===== src/rtl/wt_pkg.sv =====
package wt_pkg;
  localparam int CNT_W    = 32;
  localparam int ADDR_W   = 4;
  localparam int BYTES    = CNT_W / 8;
  localparam int SEL_W    = $clog2(BYTES);
  localparam int ADR_CNT0 = BYTES;
  localparam int ADR_CTRL = 2 * BYTES;
  localparam int BIT_EN   = 0;
  localparam int BIT_CLR  = 1;
  localparam int BIT_PEND = 2;
endpackage


===== src/rtl/wt_regs.sv =====
module wt_regs
  import wt_pkg::*;
(
  input  logic              clk,
  input  logic              rst_n,
  input  logic              wr,
  input  logic              rd,
  input  logic [ADDR_W-1:0] addr,
  input  logic [7:0]        wdata,
  input  logic [CNT_W-1:0]  count,
  input  logic              pending,
  output logic [CNT_W-1:0]  period_q,
  output logic              commit,
  output logic              en_q,
  output logic              clear,
  output logic [7:0]        rdata
);
  logic             is_per, is_cnt, is_ctrl;
  logic [SEL_W-1:0] sel;
  logic [CNT_W-1:8] stage_q, stage_d;
  logic [CNT_W-1:8] hold_q, hold_d;
  logic [CNT_W-1:0] period_d, commit_val, cnt_view;
  logic             en_d, snap_take;

  assign is_per    = (addr < ADDR_W'(BYTES));
  assign is_cnt    = (addr >= ADDR_W'(ADR_CNT0)) && (addr < ADDR_W'(ADR_CTRL));
  assign is_ctrl   = (addr == ADDR_W'(ADR_CTRL));
  assign sel       = addr[SEL_W-1:0];
  assign commit    = wr && is_per && (sel == '0);
  assign snap_take = rd && is_cnt && (sel == '0);
  assign clear     = wr && is_ctrl && wdata[BIT_CLR];

  assign commit_val[7:0] = wdata;
  genvar gi;
  generate
    for (gi = 1; gi < BYTES; gi++) begin : g_stage
      assign stage_d[8*gi +: 8]    = (wr && is_per && (sel == SEL_W'(gi))) ? wdata
                                                                           : stage_q[8*gi +: 8];
      assign commit_val[8*gi +: 8] = stage_q[8*gi +: 8];
    end
  endgenerate

  always_comb begin
    period_d = commit ? commit_val : period_q;
    hold_d   = snap_take ? count[CNT_W-1:8] : hold_q;
    en_d     = (wr && is_ctrl) ? wdata[BIT_EN] : en_q;
  end

  always_ff @(posedge clk or negedge rst_n) begin
    if (!rst_n) begin
      stage_q  <= '0;
      hold_q   <= '0;
      period_q <= '0;
      en_q     <= 1'b0;
    end else begin
      stage_q  <= stage_d;
      hold_q   <= hold_d;
      period_q <= period_d;
      en_q     <= en_d;
    end
  end

  assign cnt_view = {hold_q, count[7:0]};

  always_comb begin
    rdata = 8'h00;
    if (is_per)
      rdata = period_q[{sel, 3'b000} +: 8];
    else if (is_cnt)
      rdata = cnt_view[{sel, 3'b000} +: 8];
    else if (is_ctrl) begin
      rdata[BIT_EN]   = en_q;
      rdata[BIT_PEND] = pending;
    end
  end

  p_stage_only_r2: assert property (@(posedge clk) disable iff (!rst_n)
    (wr && is_per && (sel != '0)) |=> $stable(period_q));
  p_snap_hold_r6: assert property (@(posedge clk) disable iff (!rst_n)
    !(rd && is_cnt && (sel == '0)) |=> $stable(hold_q));
endmodule


===== src/rtl/wt_count.sv =====
module wt_count
  import wt_pkg::*;
(
  input  logic             clk,
  input  logic             rst_n,
  input  logic             tick,
  input  logic             commit,
  input  logic [CNT_W-1:0] period_q,
  output logic [CNT_W-1:0] count_q,
  output logic             match
);
  logic [CNT_W-1:0] count_d, count_inc;
  logic             running;

  assign running   = (period_q != '0);
  assign count_inc = count_q + CNT_W'(1);
  assign match     = tick && !commit && running && (count_inc == period_q);

  always_comb begin
    count_d = count_q;
    if (commit)
      count_d = '0;
    else if (tick && running)
      count_d = match ? '0 : count_inc;
  end

  always_ff @(posedge clk or negedge rst_n) begin
    if (!rst_n) count_q <= '0;
    else        count_q <= count_d;
  end

  p_commit_zero_r3: assert property (@(posedge clk) disable iff (!rst_n)
    commit |=> (count_q == '0));
  p_stopped_r4: assert property (@(posedge clk) disable iff (!rst_n)
    (!running && !commit) |=> $stable(count_q));
  p_below_period_r5: assert property (@(posedge clk) disable iff (!rst_n)
    running |-> (count_q < period_q));
  p_no_tick_r5: assert property (@(posedge clk) disable iff (!rst_n)
    (!tick && !commit) |=> $stable(count_q));
endmodule


===== src/rtl/wt_irq.sv =====
module wt_irq (
  input  logic clk,
  input  logic rst_n,
  input  logic match,
  input  logic clear,
  input  logic en,
  input  logic access,
  output logic pending_q,
  output logic irq_q
);
  logic pending_d, irq_d, reissue;

  assign reissue = access && pending_q && !clear;

  always_comb begin
    pending_d = pending_q;
    if (match)      pending_d = 1'b1;
    else if (clear) pending_d = 1'b0;
    irq_d = en && (match || reissue);
  end

  always_ff @(posedge clk or negedge rst_n) begin
    if (!rst_n) begin
      pending_q <= 1'b0;
      irq_q     <= 1'b0;
    end else begin
      pending_q <= pending_d;
      irq_q     <= irq_d;
    end
  end

  p_match_sets_r7: assert property (@(posedge clk) disable iff (!rst_n)
    match |=> pending_q);
  p_clear_r9: assert property (@(posedge clk) disable iff (!rst_n)
    (clear && !match) |=> !pending_q);
  p_gate_r10: assert property (@(posedge clk) disable iff (!rst_n)
    !en |=> !irq_q);
  p_collide_r11: assert property (@(posedge clk) disable iff (!rst_n)
    (match && clear) |=> pending_q);
endmodule


===== src/rtl/wake_timer_top.sv =====
module wake_timer_top
  import wt_pkg::*;
(
  input  logic              clk,
  input  logic              rst_n,
  input  logic              tick_32k,
  input  logic              reg_wr,
  input  logic              reg_rd,
  input  logic [ADDR_W-1:0] reg_addr,
  input  logic [7:0]        reg_wdata,
  output logic [7:0]        reg_rdata,
  output logic              irq_req
);
  logic             rst_meta_n, rst_sync_n;
  logic [CNT_W-1:0] period_q, count_q;
  logic             commit, en_q, clear, match, pending_q;

  always_ff @(posedge clk or negedge rst_n) begin
    if (!rst_n) begin
      rst_meta_n <= 1'b0;
      rst_sync_n <= 1'b0;
    end else begin
      rst_meta_n <= 1'b1;
      rst_sync_n <= rst_meta_n;
    end
  end

  wt_regs u_regs (
    .clk      (clk),
    .rst_n    (rst_sync_n),
    .wr       (reg_wr),
    .rd       (reg_rd),
    .addr     (reg_addr),
    .wdata    (reg_wdata),
    .count    (count_q),
    .pending  (pending_q),
    .period_q (period_q),
    .commit   (commit),
    .en_q     (en_q),
    .clear    (clear),
    .rdata    (reg_rdata)
  );

  wt_count u_count (
    .clk      (clk),
    .rst_n    (rst_sync_n),
    .tick     (tick_32k),
    .commit   (commit),
    .period_q (period_q),
    .count_q  (count_q),
    .match    (match)
  );

  wt_irq u_irq (
    .clk       (clk),
    .rst_n     (rst_sync_n),
    .match     (match),
    .clear     (clear),
    .en        (en_q),
    .access    (reg_wr || reg_rd),
    .pending_q (pending_q),
    .irq_q     (irq_req)
  );

  p_reset_quiet_r1: assert property (@(posedge clk)
    !rst_sync_n |=> !irq_req);
endmodule


===== config.mk =====
export PLATFORM = sky130hd
export DESIGN_NAME = wake_timer_top
export DESIGN_NICKNAME = d
export VERILOG_FILES = /design/src/rtl/wt_pkg.sv /design/src/rtl/wt_regs.sv /design/src/rtl/wt_count.sv /design/src/rtl/wt_irq.sv /design/src/rtl/wake_timer_top.sv
export SDC_FILE = /design/constraint.sdc
export NUM_CORES = 1
export LEC_CHECK = 0
export CAP_MARGIN = 20
export CORE_MARGIN = 2
export CORE_UTILIZATION = 30
export CTS_BUF_LIST = sky130_fd_sc_hd__clkbuf_16
export DETAILED_ROUTE_END_ITERATION = 10
export GPL_ROUTABILITY_DRIVEN = 0
export GPL_TIMING_DRIVEN = 1
export PLACE_DENSITY = 0.44
export SLEW_MARGIN = 40
export SYNTH_ARGS = -nofsm -noshare
export SYNTH_HDL_FRONTEND = slang
export SYNTH_SLANG_ARGS = --single-unit

===== constraint.sdc =====
create_clock -name clk -period 4.8 [get_ports clk]
set_input_delay 1.2 -clock clk [delete_from_list [all_inputs] [get_ports clk]]
set_output_delay 1.2 -clock clk [all_outputs]
set_load 0.005 [all_outputs]

# [Word level (Yosys, flattened, before mapping)]
# Cells that the tools add are included.
[classes] muxes=12 n_shift=2 magnitude_cmp=3 eq_ne=5 reduce_logical=25 addsub=1
[op_table] operator="32-bit 2-to-1 mux" count=3
[op_table] operator="32-bit by 6-bit indexed part select with 8-bit output" count=2
[op_table] operator="32-bit by 1-bit adder with 32-bit output (second input constant)" count=1
[op_table] operator="32-bit equality test" count=1
[op_table] operator="32-bit nonzero test" count=1
[op_table] operator="1-bit logical AND" count=17
[op_table] operator="8-bit 2-to-1 mux" count=1
[op_table] operator="1-bit 2-to-1 mux" count=7
[op_table] operator="5-bit 2-to-1 mux" count=1
[op_table] operator="2-bit equality test (second input constant)" count=2
[op_table] operator="4-bit equality test (second input constant)" count=1
[op_table] operator="4-bit by 3-bit >= comparator with 1-bit output (second input constant)" count=1
[op_table] operator="4-bit by 3-bit < comparator with 1-bit output (second input constant)" count=1
[op_table] operator="4-bit < comparator (second input constant)" count=1
[op_table] operator="2-bit nonzero test" count=2
[op_table] operator="2-bit by 1-bit equality test with 1-bit output (second input constant)" count=1
[op_table] operator="1-bit zero test" count=2
[op_table] operator="2-bit zero test" count=1
[op_table] operator="1-bit logical OR" count=2
[word_totals] out_inout_bits=9 inputBits=17 regBits=117 wordCells=59

# [Depth between registers and ports, before layout]
[depth] ltp_word=10 mapped_depth=11 ltp_nobuf=9

# [Cells and area by module]
# A second synthesis with hierarchy kept.
[hier_totals] cells_unflattened=636 hier_area_um2=6897.9
[modules_own_cells] mod="wt_regs" area_per_inst_um2=3762.4 cells_per_inst=244 seq_area_each_um2=2026.9 instances=1
[modules_own_cells] mod="wt_count" area_per_inst_um2=3000.4 cells_per_inst=381 seq_area_each_um2=800.8 instances=1
[modules_own_cells] mod="wt_irq" area_per_inst_um2=75.1 cells_per_inst=7 seq_area_each_um2=50.0 instances=1
[modules_own_cells] mod="wake_timer_top" area_per_inst_um2=60.1 cells_per_inst=4 seq_area_each_um2=50.0 instances=1

# [Worst setup path before layout]
# Ideal clock, no wire load.
[synth_path] path_kind="input to output" startpoint="in reg_addr[0]" endpoint="out reg_rdata[1]" setup_slack_ns=0.709 t_required_ns=3.600 n_path_buf=2 path_stages=5 arrival_ns=2.891 path_cell_list="buf_1 -> buf_1 -> mux4_2 -> mux2i_1 -> nor2_1"
[synth_between] elab_chain_len=4 elab_cells_between_ends=8 classes_between="order compare (3); shift (2); mux (2); reduce/logical (1)"
[synth_lines] item="start, declared" line_no="wake_timer_top.sv:9" rtl="input logic [ADDR_W-1:0] reg_addr,"
[synth_lines] item="branches (longest 3 deep; another with 32-bit by 6-bit indexed part select with 8-bit output)"
[synth_lines] item="8-bit 2-to-1 mux *" line_no="wt_regs.sv:67" rtl="if (is_per)"
[synth_lines] item="end, declared" line_no="wake_timer_top.sv:11" rtl="output logic [7:0] reg_rdata,"
# Mark *: on every way between the ends.

# [Final worst setup path]
[layout_path] startpoint="in reg_addr[0]" endpoint="out reg_rdata[6]"
[layout_between] elab_chain_len=4 elab_cells_between_ends=8 classes_between="order compare (3); shift (2); mux (2); reduce/logical (1)"
[layout_lines] item="branches (longest 3 deep; another with 32-bit by 6-bit indexed part select with 8-bit output)"
[layout_lines] item="8-bit 2-to-1 mux *" line_no="wt_regs.sv:67"
# Marked as above.

==> run metrics <==
Syn Nets=about 670; # nets final=683; Crit. End Element=output pin; status=finished clean; largest family of logic cells by synthesized area=simple AND/OR/NAND/NOR gates; initial antenna violation count=0; count of buffers from port buffering=25; DR WL/cell=20.8 µm; most used routing layer in global routing=met2; Pint=2.24 mW; net switching power=about 1.1 mW; number of CTS-inserted buffers=17; Post-Synth Simple-Gate Area=0.222; Power Density=around 430 mW/mm²; clock tree buffer depth=2; Clock Skew=between 8 and 9 ps; fill cell count=approximately 2,200; post-synth cell types=between 50 and 60; met1 Use GR=0.261; met3 Track Usage GR=0.0368; clk_lat worst skew=~420 ps; final hold vios=0; Post-Syn Area per Cell=about 10 µm²; Top FF cell, synth=dfrtp_1; Site Rows=54; DIE HEIGHT=between 150 and 200 µm; startpoint types=primary input; # hold bufs at CTS=0; Clk network pwr share=0.398; Mapped Area=0.00654 mm²; H-tree Lvls=4; first-pass GRT wire length=31,100 µm; HPWL Detailed=roughly 15,000 µm; Syn-to-layout area delta=18.2%; share of layout cells above drive strength 1=0.184; headroom to the max-slew limit=0.540; fin crit period=roughly 4500 ps; Reg clk slew, reported paths=around 60 ps; I/O pin count=26; Max Slew Vio Count=0; most frequent cells in the layout=nand2_1 (128), dfrtp_1 (116), mux2_2 (50); antenna-violating nets left=0; register area=0.00293 mm²; peak fanout along the critical path=14; total core area=about 0.022 mm²; WP data required=3600 ps; MaxCap Viol Count=0; n_diodes=0; Starting Density=0.302; #FFs+latches synth=117; leakage=3.32 nW; Die Footprint=~0.023 mm²; CTS tree=done; Final Setup Violations=0; Synth Warn #=0; FMAX=224 MHz; GRT Total Usage=0.184; Sw Share=0.325; setup TNS=0 ps; Hold Path Class=reg -> async; combinational share of power=0.188; XOR/XNOR share of the synthesized area=0.103; post-CTS setup buffer count=0; post-CTS resize count=0; die width=between 150 and 200 µm; RSZ-0062 raised after global routing=no; area of the multi-input gates=0.00345 mm²; post-synthesis mux area share=0.153; Worst Setup Path Type=in -> out; commonest non-fill, non-tap cell in the layout=nand2_1; Vias=roughly 5,000; post-DR vias/cell=around 5.4; Post-synth EDFFs=0; cell count after synthesis=~650; Seq/Total Area, Yosys=0.448; asr flop ratio synth=1.00; Synth Area in Adders=0.00191; Critical Path AT=roughly 3300 ps; fin crit share=0.929; Compound-Gate Fraction of Synth Area=0.0440; routed wire length=around 20,000 µm; Seq pwr share=0.414; DR iter-0 viols=364; Worst Setup Slack, final=339 ps; CTS sink count=~120; Slew @ Worst Pin=just under 700 ps; Fin Hold WS=281 ps; vias in the first global route=approximately 5,000; Root Driver=clkbuf_16; M2 GR Usage=0.287; Peak VDD IR=approximately 0.00021 V; remaining routing DRC violations=0; largest net degree at the start of global routing=51; DRT Pass-1 Iters=5; global route overflow=0; Tot Pwr=between 3 and 4 mW; worst slack at placement=a little over 300 ps
per-layer routing:
metal / part of all wire / routed length, µm / vias up
met5: 0 / 0 / -
met4: 0.016 / 329 / 0
met3: 0.047 / 928 / 23
met2: 0.46 / 9150 / 151
met1: 0.48 / 9540 / 2612
li1: - / - / 2344
worst paths after layout:
check	slack (ps)	to	cells past startpoint	start
worst max-delay path	340	reg_rdata[6]	6	reg_addr[0]
worst min register to register	280	u_regs.period_q[30]$_DFFE_PN0P_	0	rst_sync_n$_DFF_PN0_
max in group asynchronous	3520	u_regs.stage_q[9]$_DFFE_PN0P_	1	rst_sync_n$_DFF_PN0_
min in group clk	350	rst_sync_n$_DFF_PN0_	0	rst_meta_n$_DFF_PN0_
worst min-delay path	280	u_regs.period_q[30]$_DFFE_PN0P_	0	rst_sync_n$_DFF_PN0_
worst max register to register	1260	u_irq.irq_q$_DFF_PN0_	9	u_count.count_q[7]$_DFFE_PN0P_
worst max-delay path: stages:
cell	delay, ps
clkdlybuf4s50_1	490
buf_4	280
mux4_2	540
mux2i_1	150
nor2_1	100
clkdlybuf4s50_1	500
registers in the layout (all words and copies together) (netlist names):
name             count
u_count.count_q     32
u_regs.period_q     32
u_regs.hold_q       24
u_regs.stage_q      24
rst_meta_n           1
rst_sync_n           1
u_irq.irq_q          1
u_irq.pending_q      1
u_regs.en_q          1
metrics by stage:
| step | cells | utilization | cell area [µm²] |
|---|---|---|---|
| floorplan | 649 | - | 6540 |
| global placement | 925 | 0.328 | 7090 |
| detailed placement | 926 | 0.329 | 7120 |
| CTS | 958 | 0.357 | 7730 |
| global route | 958 | 0.357 | 7730 |
| finish | 958 | 0.357 | 7730 |
cells in the mapped netlist, types with 3 or more instances:
master	n	area, µm²
a21o_1	3	22.5
a21oi_1	7	35.0
a31oi_1	5	31.3
and3_1	3	18.8
and4_1	6	52.6
buf_1	3	11.3
buf_2	9	45.0
clkbuf_1	29	109
dfrtp_1	117	2930
mux2_2	50	563
mux2i_1	8	80.1
mux4_2	16	360
nand2_1	128	480
nand3_1	21	105
nand4_1	19	119
nand4b_1	4	35.0
nor2_1	33	124
nor3_1	42	210
nor3b_1	3	22.5
nor4_1	13	81.3
o211ai_1	5	37.5
o21ai_0	10	50.1
xnor2_1	43	377
xor2_1	34	298
logic make-up (layout without fill, tap and decap cells):
group                      after synthesis  after routing
AOI/OAI and AO/OA                       43             43
xor gates and xnor gates                77             77
adders and majority gates                1              1
buffers and inverters                   43             72
DFF                                    117            117
muxes                                   74             74
other                                    1              1
and+or+nand+nor                        293            293
power by group through the flow:
stage | logic (mW) | registers (mW) | clock network [mW]
2_1_floorplan | 0.498 | 1.25 | 0
3_3_place_gp | 0.598 | 1.39 | 0
6_report | 0.623 | 1.37 | 1.32
4_1_cts | 0.621 | 1.37 | 1.35
3_5_place_dp | 0.618 | 1.38 | 0
5_1_grt | 0.690 | 1.39 | 1.40
layout make-up:
type,instances,area share
tap,280,0.0453
clock inverter,15,0.0238
multi-input combinational,489,0.447
inverter,1,0.000486
clock buffer,17,0.0551
sequential,117,0.379
timing repair buffer,39,0.0492
(Power assumes the default switching activity.)
